### src/rtl/mpclk_pkg.sv
package mpclk_pkg;

    localparam int NUM_PH = 4;

    typedef enum logic [1:0] {
        DIV_ONE  = 2'd0,
        DIV_MID  = 2'd1,
        DIV_HIGH = 2'd2
    } div_e;

    typedef enum logic [1:0] {
        PH_TWO   = 2'd0,
        PH_THREE = 2'd1,
        PH_FOUR  = 2'd2
    } ph_e;

    typedef enum logic [1:0] {
        ST_IDLE  = 2'd0,
        ST_TWO   = 2'd1,
        ST_THREE = 2'd2,
        ST_FOUR  = 2'd3
    } st_e;

    // Code 11 folds onto the last legal setting.
    function automatic div_e decode_div(input logic [1:0] code);
        case (code)
            2'b00:   return DIV_ONE;
            2'b01:   return DIV_MID;
            default: return DIV_HIGH;
        endcase
    endfunction

    function automatic ph_e decode_ph(input logic [1:0] code);
        case (code)
            2'b00:   return PH_TWO;
            2'b01:   return PH_THREE;
            default: return PH_FOUR;
        endcase
    endfunction

endpackage

### src/rtl/mpclk_cfg.sv
module mpclk_cfg
    import mpclk_pkg::*;
(
    input  logic       clk,
    input  logic       rst_n,
    input  logic [1:0] div_code,
    input  logic [1:0] phase_code,
    output div_e       cfg_div,
    output ph_e        cfg_ph,
    output logic       restart
);

    div_e div_dec;
    ph_e  ph_dec;
    div_e div_q;
    ph_e  ph_q;

    always_comb begin
        div_dec = decode_div(div_code);
        ph_dec  = decode_ph(phase_code);
        restart = (div_dec != div_q) || (ph_dec != ph_q);
    end

    always_ff @(posedge clk or negedge rst_n) begin
        if (!rst_n) begin
            div_q <= DIV_ONE;
            ph_q  <= PH_TWO;
        end else begin
            div_q <= div_dec;
            ph_q  <= ph_dec;
        end
    end

    assign cfg_div = div_q;
    assign cfg_ph  = ph_q;

endmodule

### src/rtl/mpclk_prescale.sv
module mpclk_prescale
    import mpclk_pkg::*;
#(
    parameter int MID_RATIO  = 10,
    parameter int HIGH_RATIO = 100
) (
    input  logic clk,
    input  logic rst_n,
    input  logic tick_en,
    input  logic restart,
    input  div_e cfg_div,
    output logic ptick
);

    localparam int CNT_W = (HIGH_RATIO > 2) ? $clog2(HIGH_RATIO) : 1;
    localparam logic [CNT_W-1:0] MID_LAST  = CNT_W'(MID_RATIO - 1);
    localparam logic [CNT_W-1:0] HIGH_LAST = CNT_W'(HIGH_RATIO - 1);

    logic [CNT_W-1:0] cnt_q;
    logic [CNT_W-1:0] last;
    logic             at_last;

    always_comb begin
        case (cfg_div)
            DIV_ONE:  last = '0;
            DIV_MID:  last = MID_LAST;
            default:  last = HIGH_LAST;
        endcase
        at_last = (cnt_q == last);
        ptick   = tick_en && at_last && !restart;
    end

    always_ff @(posedge clk or negedge rst_n) begin
        if (!rst_n) begin
            cnt_q <= '0;
        end else if (restart) begin
            cnt_q <= '0;
        end else if (tick_en) begin
            if (at_last) cnt_q <= '0;
            else         cnt_q <= cnt_q + 1'b1;
        end
    end

endmodule

### src/rtl/mpclk_phase_fsm.sv
module mpclk_phase_fsm
    import mpclk_pkg::*;
(
    input  logic              clk,
    input  logic              rst_n,
    input  logic              restart,
    input  logic              ptick,
    input  ph_e               cfg_ph,
    output logic [NUM_PH-1:0] phase_out
);

    st_e               st_q;
    st_e               st_d;
    logic [NUM_PH-1:0] pat_q;
    logic [NUM_PH-1:0] pat_d;
    logic              half_q;
    logic              half_d;
    logic [NUM_PH-1:0] ring_next;
    logic [NUM_PH-1:0] twist_next;

    // Three-output ring rotation and four-output twisted ring, built per bit.
    genvar gi;
    generate
        for (gi = 0; gi < NUM_PH; gi++) begin : g_shift
            if (gi == 0) begin : g_first
                assign ring_next[gi]  = pat_q[2];
                assign twist_next[gi] = ~pat_q[NUM_PH-1];
            end else if (gi < 3) begin : g_ring
                assign ring_next[gi]  = pat_q[gi-1];
                assign twist_next[gi] = pat_q[gi-1];
            end else begin : g_spare
                assign ring_next[gi]  = 1'b0;
                assign twist_next[gi] = pat_q[gi-1];
            end
        end
    endgenerate

    // Next state
    always_comb begin
        st_d = st_q;
        if (restart) begin
            st_d = ST_IDLE;
        end else if (ptick) begin
            case (st_q)
                ST_IDLE: begin
                    case (cfg_ph)
                        PH_TWO:   st_d = ST_TWO;
                        PH_THREE: st_d = ST_THREE;
                        default:  st_d = ST_FOUR;
                    endcase
                end
                default: st_d = st_q;
            endcase
        end
    end

    // Pattern update
    always_comb begin
        pat_d  = pat_q;
        half_d = half_q;
        if (restart) begin
            pat_d  = '0;
            half_d = 1'b0;
        end else if (ptick) begin
            unique case (st_q)
                ST_IDLE: begin
                    half_d = 1'b0;
                    if (cfg_ph == PH_TWO) pat_d = 4'b0101;
                    else                  pat_d = 4'b0001;
                end
                ST_TWO:   pat_d = ~pat_q;
                ST_THREE: begin
                    half_d = ~half_q;
                    if (half_q) pat_d = ring_next;
                end
                ST_FOUR:  pat_d = twist_next;
            endcase
        end
    end

    // State register
    always_ff @(posedge clk or negedge rst_n) begin
        if (!rst_n) st_q <= ST_IDLE;
        else        st_q <= st_d;
    end

    // Output registers
    always_ff @(posedge clk or negedge rst_n) begin
        if (!rst_n) begin
            pat_q  <= '0;
            half_q <= 1'b0;
        end else begin
            pat_q  <= pat_d;
            half_q <= half_d;
        end
    end

    assign phase_out = pat_q;

endmodule

### src/rtl/mpclk_gen.sv
module mpclk_gen
    import mpclk_pkg::*;
#(
    parameter int MID_RATIO  = 10,
    parameter int HIGH_RATIO = 100
) (
    input  logic       clk,
    input  logic       rst_n,
    input  logic       tick_en,
    input  logic [1:0] div_code,
    input  logic [1:0] phase_code,
    output logic [3:0] phase_out
);

    div_e cfg_div;
    ph_e  cfg_ph;
    logic restart;
    logic ptick;

    mpclk_cfg u_cfg (
        .clk        (clk),
        .rst_n      (rst_n),
        .div_code   (div_code),
        .phase_code (phase_code),
        .cfg_div    (cfg_div),
        .cfg_ph     (cfg_ph),
        .restart    (restart)
    );

    mpclk_prescale #(
        .MID_RATIO  (MID_RATIO),
        .HIGH_RATIO (HIGH_RATIO)
    ) u_pre (
        .clk     (clk),
        .rst_n   (rst_n),
        .tick_en (tick_en),
        .restart (restart),
        .cfg_div (cfg_div),
        .ptick   (ptick)
    );

    mpclk_phase_fsm u_fsm (
        .clk       (clk),
        .rst_n     (rst_n),
        .restart   (restart),
        .ptick     (ptick),
        .cfg_ph    (cfg_ph),
        .phase_out (phase_out)
    );

endmodule

### config.mk
export PLATFORM = sky130hd
export DESIGN_NAME = mpclk_gen
export DESIGN_NICKNAME = d
export VERILOG_FILES = /design/src/rtl/mpclk_pkg.sv /design/src/rtl/mpclk_cfg.sv /design/src/rtl/mpclk_prescale.sv /design/src/rtl/mpclk_phase_fsm.sv /design/src/rtl/mpclk_gen.sv
export SDC_FILE = /design/constraint.sdc
export NUM_CORES = 1
export LEC_CHECK = 0
export BUFFER_PORTS_ARGS = -buffer_cell sky130_fd_sc_hd__buf_4
export CORE_AREA = 5 5 51 53
export DETAILED_ROUTE_END_ITERATION = 10
export DIE_AREA = 0 0 56 58
export PLACE_DENSITY = 0.7
export SLEW_MARGIN = 10
export SYNTH_ARGS = -nofsm -noshare
export SYNTH_HDL_FRONTEND = slang
export SYNTH_SLANG_ARGS = --single-unit
export TNS_END_PERCENT = 100
### constraint.sdc
create_clock -name clk -period 1.7 [get_ports clk]
set_input_delay 0.17 -clock clk [delete_from_list [all_inputs] [get_ports clk]]
set_output_delay 0.17 -clock clk [all_outputs]
set_load 0.005 [all_outputs]
# ---- Word-level counts from Yosys, hierarchy flattened
# Index checks and enable logic that the tools add are counted.
dict set report word_totals {
  regBits 18
  mem_bits_rw 0
  out_inout_bits 4
  n_memories 0
  elab_cells 55
  rom_bits 0
  latchBits 0
  input_bits 7
}
dict set report classes {
  order_cmp 0
  div_mod_pow 0
  muxes 18
  eq_ne 11
  reduce_logical 16
  n_addsub 1
  bitwise_logic 3
  shifts 0
  mul 0
}
# operator n
set ops {}
lappend ops {{7-bit two-way mux} 3}
lappend ops {{4-bit one-hot mux with 4 select lines} 1}
lappend ops {{7-bit one-hot mux with 2 select lines} 1}
lappend ops {{4-bit two-way mux} 3}
lappend ops {{2-bit one-hot mux with 2 select lines} 3}
lappend ops {{2-bit by 1-bit equality test with 1-bit output (second input constant)} 5}
lappend ops {{2-bit zero test} 5}
lappend ops {{7-bit by 1-bit adder with 7-bit output (second input constant)} 1}
lappend ops {{7-bit equality test} 1}
lappend ops {{2-bit two-way mux} 3}
lappend ops {{2-bit AND reduction} 3}
lappend ops {{2-bit nonzero test} 3}
lappend ops {{2-bit equality test (second input constant)} 2}
lappend ops {{2-bit inequality test} 2}
lappend ops {{4-bit NOT} 1}
lappend ops {{3-bit two-way mux} 1}
lappend ops {{3-bit by 2-bit inequality test with 1-bit output (second input constant)} 1}
lappend ops {{3-bit nonzero test} 1}
lappend ops {{1-bit logical AND} 2}
lappend ops {{1-bit two-way mux} 2}
lappend ops {{1-bit NOT} 2}
lappend ops {{1-bit one-hot mux with 2 select lines} 1}
lappend ops {{1-bit zero test} 1}
lappend ops {{1-bit logical OR} 1}

# ---- Longest topological paths before layout
dict set report logic_depth {
  depth_word 8
  ltp_mapped 6
  mapped_depth_nobuf 6
}

# ---- Cells and area by module
# A second synthesis with hierarchy kept.
dict set report unflattened {
  cells_unflattened 103
  area_unflattened_um2 1049.8
}
# module area_per_inst_um2 seq_area_each_um2 instances cells_per_inst
set by_module_without_submodules {}
lappend by_module_without_submodules {mpclk_prescale 474.2 175.2 1 50}
lappend by_module_without_submodules {mpclk_phase_fsm 401.6 175.2 1 39}
lappend by_module_without_submodules {mpclk_cfg 173.9 100.1 1 14}

# ---- Least setup slack after synthesis
# Ideal clock, no wire load.
dict set report synth_path {
  path_kind {register to register}
  from {register u_cfg.div_q[1], in the netlist u_cfg.cfg_div[1]}
  to {register u_fsm.half_q}
  setup_ns 0.078
  required_ns 1.622
  slack_ns -0.208
  path_stages_with_launch 6
  t_arrival_ns 1.830
  period_less_slack_ns 1.908
  n_path_buf 0
  path_cell_list {dfrtp_1 -> or4_4 -> o21ai_4 -> nand3_4 -> or4_1 -> a21oi_1}
}
dict set report synth_between {
  elab_chain_cells 7
  elab_cells_between_ends 13
  classes_between {3 x eq/ne; 2 x mux; 8 x reduce/logical}
}
# item line
set synth_lines {}
lappend synth_lines {{start, declared} mpclk_cfg.sv:15} ;# div_e div_q;
lappend synth_lines {{start signal, assigned} mpclk_cfg.sv:29} ;# div_q <= div_dec;
lappend synth_lines {{2-bit by 1-bit equality test with 1-bit output / 2-bit zero test (equally long branches)} mpclk_prescale.sv:24} ;# case (cfg_div)
lappend synth_lines {{7-bit one-hot mux with 2 select lines} mpclk_prescale.sv:24}
lappend synth_lines {{7-bit equality test} mpclk_prescale.sv:29} ;# at_last = (cnt_q == last);
lappend synth_lines {{1-bit logical AND (2 in series)} mpclk_prescale.sv:30} ;# ptick = tick_en && at_last && !restart;
lappend synth_lines {{2-bit nonzero test (no source line)} n/a}
lappend synth_lines {{2-bit AND reduction (no source line)} n/a}
lappend synth_lines {{end signal, assigned} mpclk_phase_fsm.sv:94} ;# half_q <= half_d;
lappend synth_lines {{end, declared} mpclk_phase_fsm.sv:16} ;# logic half_q;
# Several ways; a longest one is shown, not always the timed one.
# A chain may end at the register's enable or synchronous reset.

# ---- Worst setup path in the final report
dict set report layout_path {
  from {register u_pre.cnt_q[6]}
  to {register u_fsm.half_q}
}
dict set report layout_between {
  elab_chain_cells 5
}
# item line
set layout_lines {}
lappend layout_lines {{start, declared} mpclk_prescale.sv:19} ;# logic [CNT_W-1:0] cnt_q;
lappend layout_lines {{start signal, assigned} mpclk_prescale.sv:40} ;# else cnt_q <= cnt_q + 1'b1;
lappend layout_lines {{7-bit equality test} mpclk_prescale.sv:29}
lappend layout_lines {{1-bit logical AND (2 in series)} mpclk_prescale.sv:30}
lappend layout_lines {{2-bit nonzero test (no source line)} n/a}
lappend layout_lines {{2-bit AND reduction (no source line)} n/a}
# Every way passes these cells.

==> flow_summary.yaml <==
critical_path:
  critPathCapture: "u_fsm.half_q$_DFFE_PN0P_"
  path_cells: "or4_4, o21ai_4, nand3_4, or4_1, a21oi_2"
  start_kind: "flop"
  arrival_ps: 2070
  crit_type: "flop to flop"
  critical-path-slowest-cell: "or4_4"
  required_ps: 1930
  slowest_delay_ps: 550
  cp_num_buf_inv: 0
  critPathLaunch: "u_pre.cnt_q[6]$_DFFE_PN0P_"
  r2r_start: "u_pre.cnt_q[6]$_DFFE_PN0P_"
  ff2ff_path_depth: 5
  r2r_setup_slack_ps: -150
  reg2reg_to: "u_fsm.half_q$_DFFE_PN0P_"
  worst-path-stages: 5
  worstPathMaxFanout: 5
  endpoint_kind: "flop"
  critical-path-top-delay-family: "simple AND/OR/NAND/NOR gates"
outcome:
  status: "finished, violations left"
  failed_checks: "setup timing"
layout:
  final_util_pct: 60.2
  instances_no_fill: 163
  layout-drive-gt1-share_pct: 24.4
  syn2layout_area_growth_pct: 28.0
  finish.net_count: 144
  insertedDiodeCount: 0
  final_cell_mix: "buf_4, dfrtp_1, nand2_1"
  final_common_cell: "buf_4"
floorplan:
  coreArea_mm2: 0.00211
  fp.dieArea_mm2: 0.00325
  fp.dieH_um: 58
  start_util_pct: 47.1
  fp-row-count: 17
  io-pin-count: 11
  die_x_um: 56
min_path:
  holdCritPathClass: "input pin to flop"
power:
  powerDensity_mw_per_mm2: 633
  irDropWorstVdd_v: 0.000446
  cellLeakagePower_uw: 0.000583
cts:
  cts_htree_levels: 1
  numCtsBuffers: 3
  clock_tree.root_cell: "clkbuf_4"
  cts_tree: "done"
  cts_sinks: 18
  cts.clk_slew.worst_paths_ps: 110
  clockBufferDepth: 2
  worstSkewPairLatency_ps: 300
global_routing:
  grt_antenna_before_repair: 0
  grt_max_degree: 19
  first_global_vias: 817
  grt_usage_pct: 13.9
  overflow: 0
  grt_pass1_wl_um: 3530
drt:
  drt_pass1_iterations: 4
  antenna_left: 0
  avgRoutedWirePerCell_um: 13.4
  routed_wl_um: 2190
  avgViaCountPerCell: 5.54
  drtIter0Drc: 40
  drc: 0
  num_vias: 903
synthesis:
  synth_warnings: 0
  syn_nets: 117
  synth_top_cell_by_area: "dfrtp_1"
  yosys-top-cells-area: "dfrtp_1, a21oi_1, mux2i_1"
  synth.distinct_cells: 27
  synth_seq_cells: 18
  synth_top_area_share_pct: 45.5
  synthCells: 109
  syn_area_um2: 991
  ys_seq_area_share_pct: 45.5
  avgSynthCellArea_um2: 9.09
sta:
  rsz0062_at_grt: "true"
  max_slew_margin_pct: 79.0
  worst_slew_pin_slew_ps: 307
  post-route-period-util_pct: 109
  hold_viol: 0
  skew_ps: 6.65
  clock.fmax_mhz: 542
  finalWorstSetupSlack_ps: -147
  drv_slew: 0
  period_needed_ps: 1850
  setup_viol: 12
placed_design:
  io_buffers: 10
  dpl.cell_count: 154
  hpwl_um: 1550
  place.gp.congestion: 0.766
flow_run:
  max-cap-violations: 0
area by class of cell:
| class | instances | area [um^2] |
|---|---|---|
| inverter | 4 | 15.0 |
| clock buffer | 4 | 36.3 |
| multi-input combinational | 82 | 514 |
| sequential | 18 | 450 |
| timing repair buffer | 27 | 218 |
| tap | 28 | 35.0 |
| fill | 181 | 837 |
per-stage QoR:
| stage | power [uW] | area [um^2] | setup WS, ps | hold WS [ps] | setup TNS, ps |
|---|---|---|---|---|---|
| 2_1_floorplan | 494 | 991 | -134 | -126 | -596 |
| 3_3_place_gp | 533 | 1170 | -82.4 | 47.7 | -258 |
| 3_5_place_dp | 535 | 1170 | -130 | 48.5 | -496 |
| 4_1_cts | 800 | 1240 | -137 | 3.20 | -517 |
| 5_1_grt | 838 | 1270 | -235 | 113 | -1640 |
| 6_report | 803 | 1270 | -147 | 107 | -739 |
kinds of logic (layout without fill, tap and decap cells):
| logic type | count (synthesis) | count (layout) | share of synthesized area [%] |
|---|---|---|---|
| xor+xnor | 3 | 3 | 2.65 |
| buf+inv | 9 | 35 | 3.41 |
| fa+ha+maj | 1 | 1 | 1.26 |
| mux | 5 | 5 | 5.05 |
| simple gates | 50 | 50 | 27.1 |
| compound gates | 23 | 23 | 15.0 |
| flops | 18 | 18 | 45.5 |
layer usage:
metal,vias up,GRT usage [%],wire (um)
met5,-,0,0
met2,28,21.5,1040
met4,0,7.46,26
met3,4,2.90,119
li1,439,-,-
met1,432,18.3,1010
worst min path at each step:
stage,start,endpoint,cells after the start
after floorplan,rst_n,u_cfg.cfg_div[0]$_DFF_PN0_,0
after global placement,rst_n,u_fsm.phase_out[0]$_DFFE_PN0P_,1
after detailed placement,rst_n,u_fsm.phase_out[0]$_DFFE_PN0P_,1
after CTS,phase_code[1],u_cfg.cfg_ph[1]$_DFF_PN0_,1
after global routing,div_code[0],u_cfg.cfg_div[0]$_DFF_PN0_,2
final,div_code[0],u_cfg.cfg_div[0]$_DFF_PN0_,2
Yosys cell counts:
cell      instances
dfrtp_1          18
nand2_1          13
a21oi_1          11
nor2_1           10
nor2b_1           6
clkbuf_1          5
mux2i_1           5
nand3_1           5
inv_1             4
and3_1            3
nor3_1            3
o21ai_0           3
or4_1             3
xor2_1            3
a211oi_1          2
a311oi_1          2
nand4_1           2
o31ai_1           2
a41oi_1           1
ha_1              1
nand2b_1          1
nand3_4           1
nand3b_1          1
nand4b_1          1
o21ai_4           1
o22ai_1           1
or4_4             1
flip-flops by register name, summed over array words and instances, names as in the netlist:
signal / count
u_cfg.cfg_div: 2
u_fsm.half_q: 1
u_pre.cnt_q: 7
u_fsm.phase_out: 4
u_cfg.cfg_ph: 2
u_fsm.st_q: 2
what timing repair did:
item                                    in CTS  in global routing
pin swaps                                    3                  3
gates resized for setup                      1                  3
endpoints found under the setup margin       8                 11
buffers inserted                             1                  1
hold buffers                                 2                  1
cloned                                       0                  0
hold endpoints to repair                    19                  1
report_power, final:
group	total, uW	internal (uW)	switching [uW]	leakage, uW
registers	442	434	7.48	0.000245
clock network	265	131	134	0.0000210
logic	97.0	47.6	49.5	0.000317
total	803	612	191	0.000583
worst register-to-register path, stage by stage (launching register included):
cell	delay [ps]
dfrtp_1	400
or4_4	550
o21ai_4	170
nand3_4	100
or4_1	440
a21oi_2	130
Power figures use the tool's default switching activity.
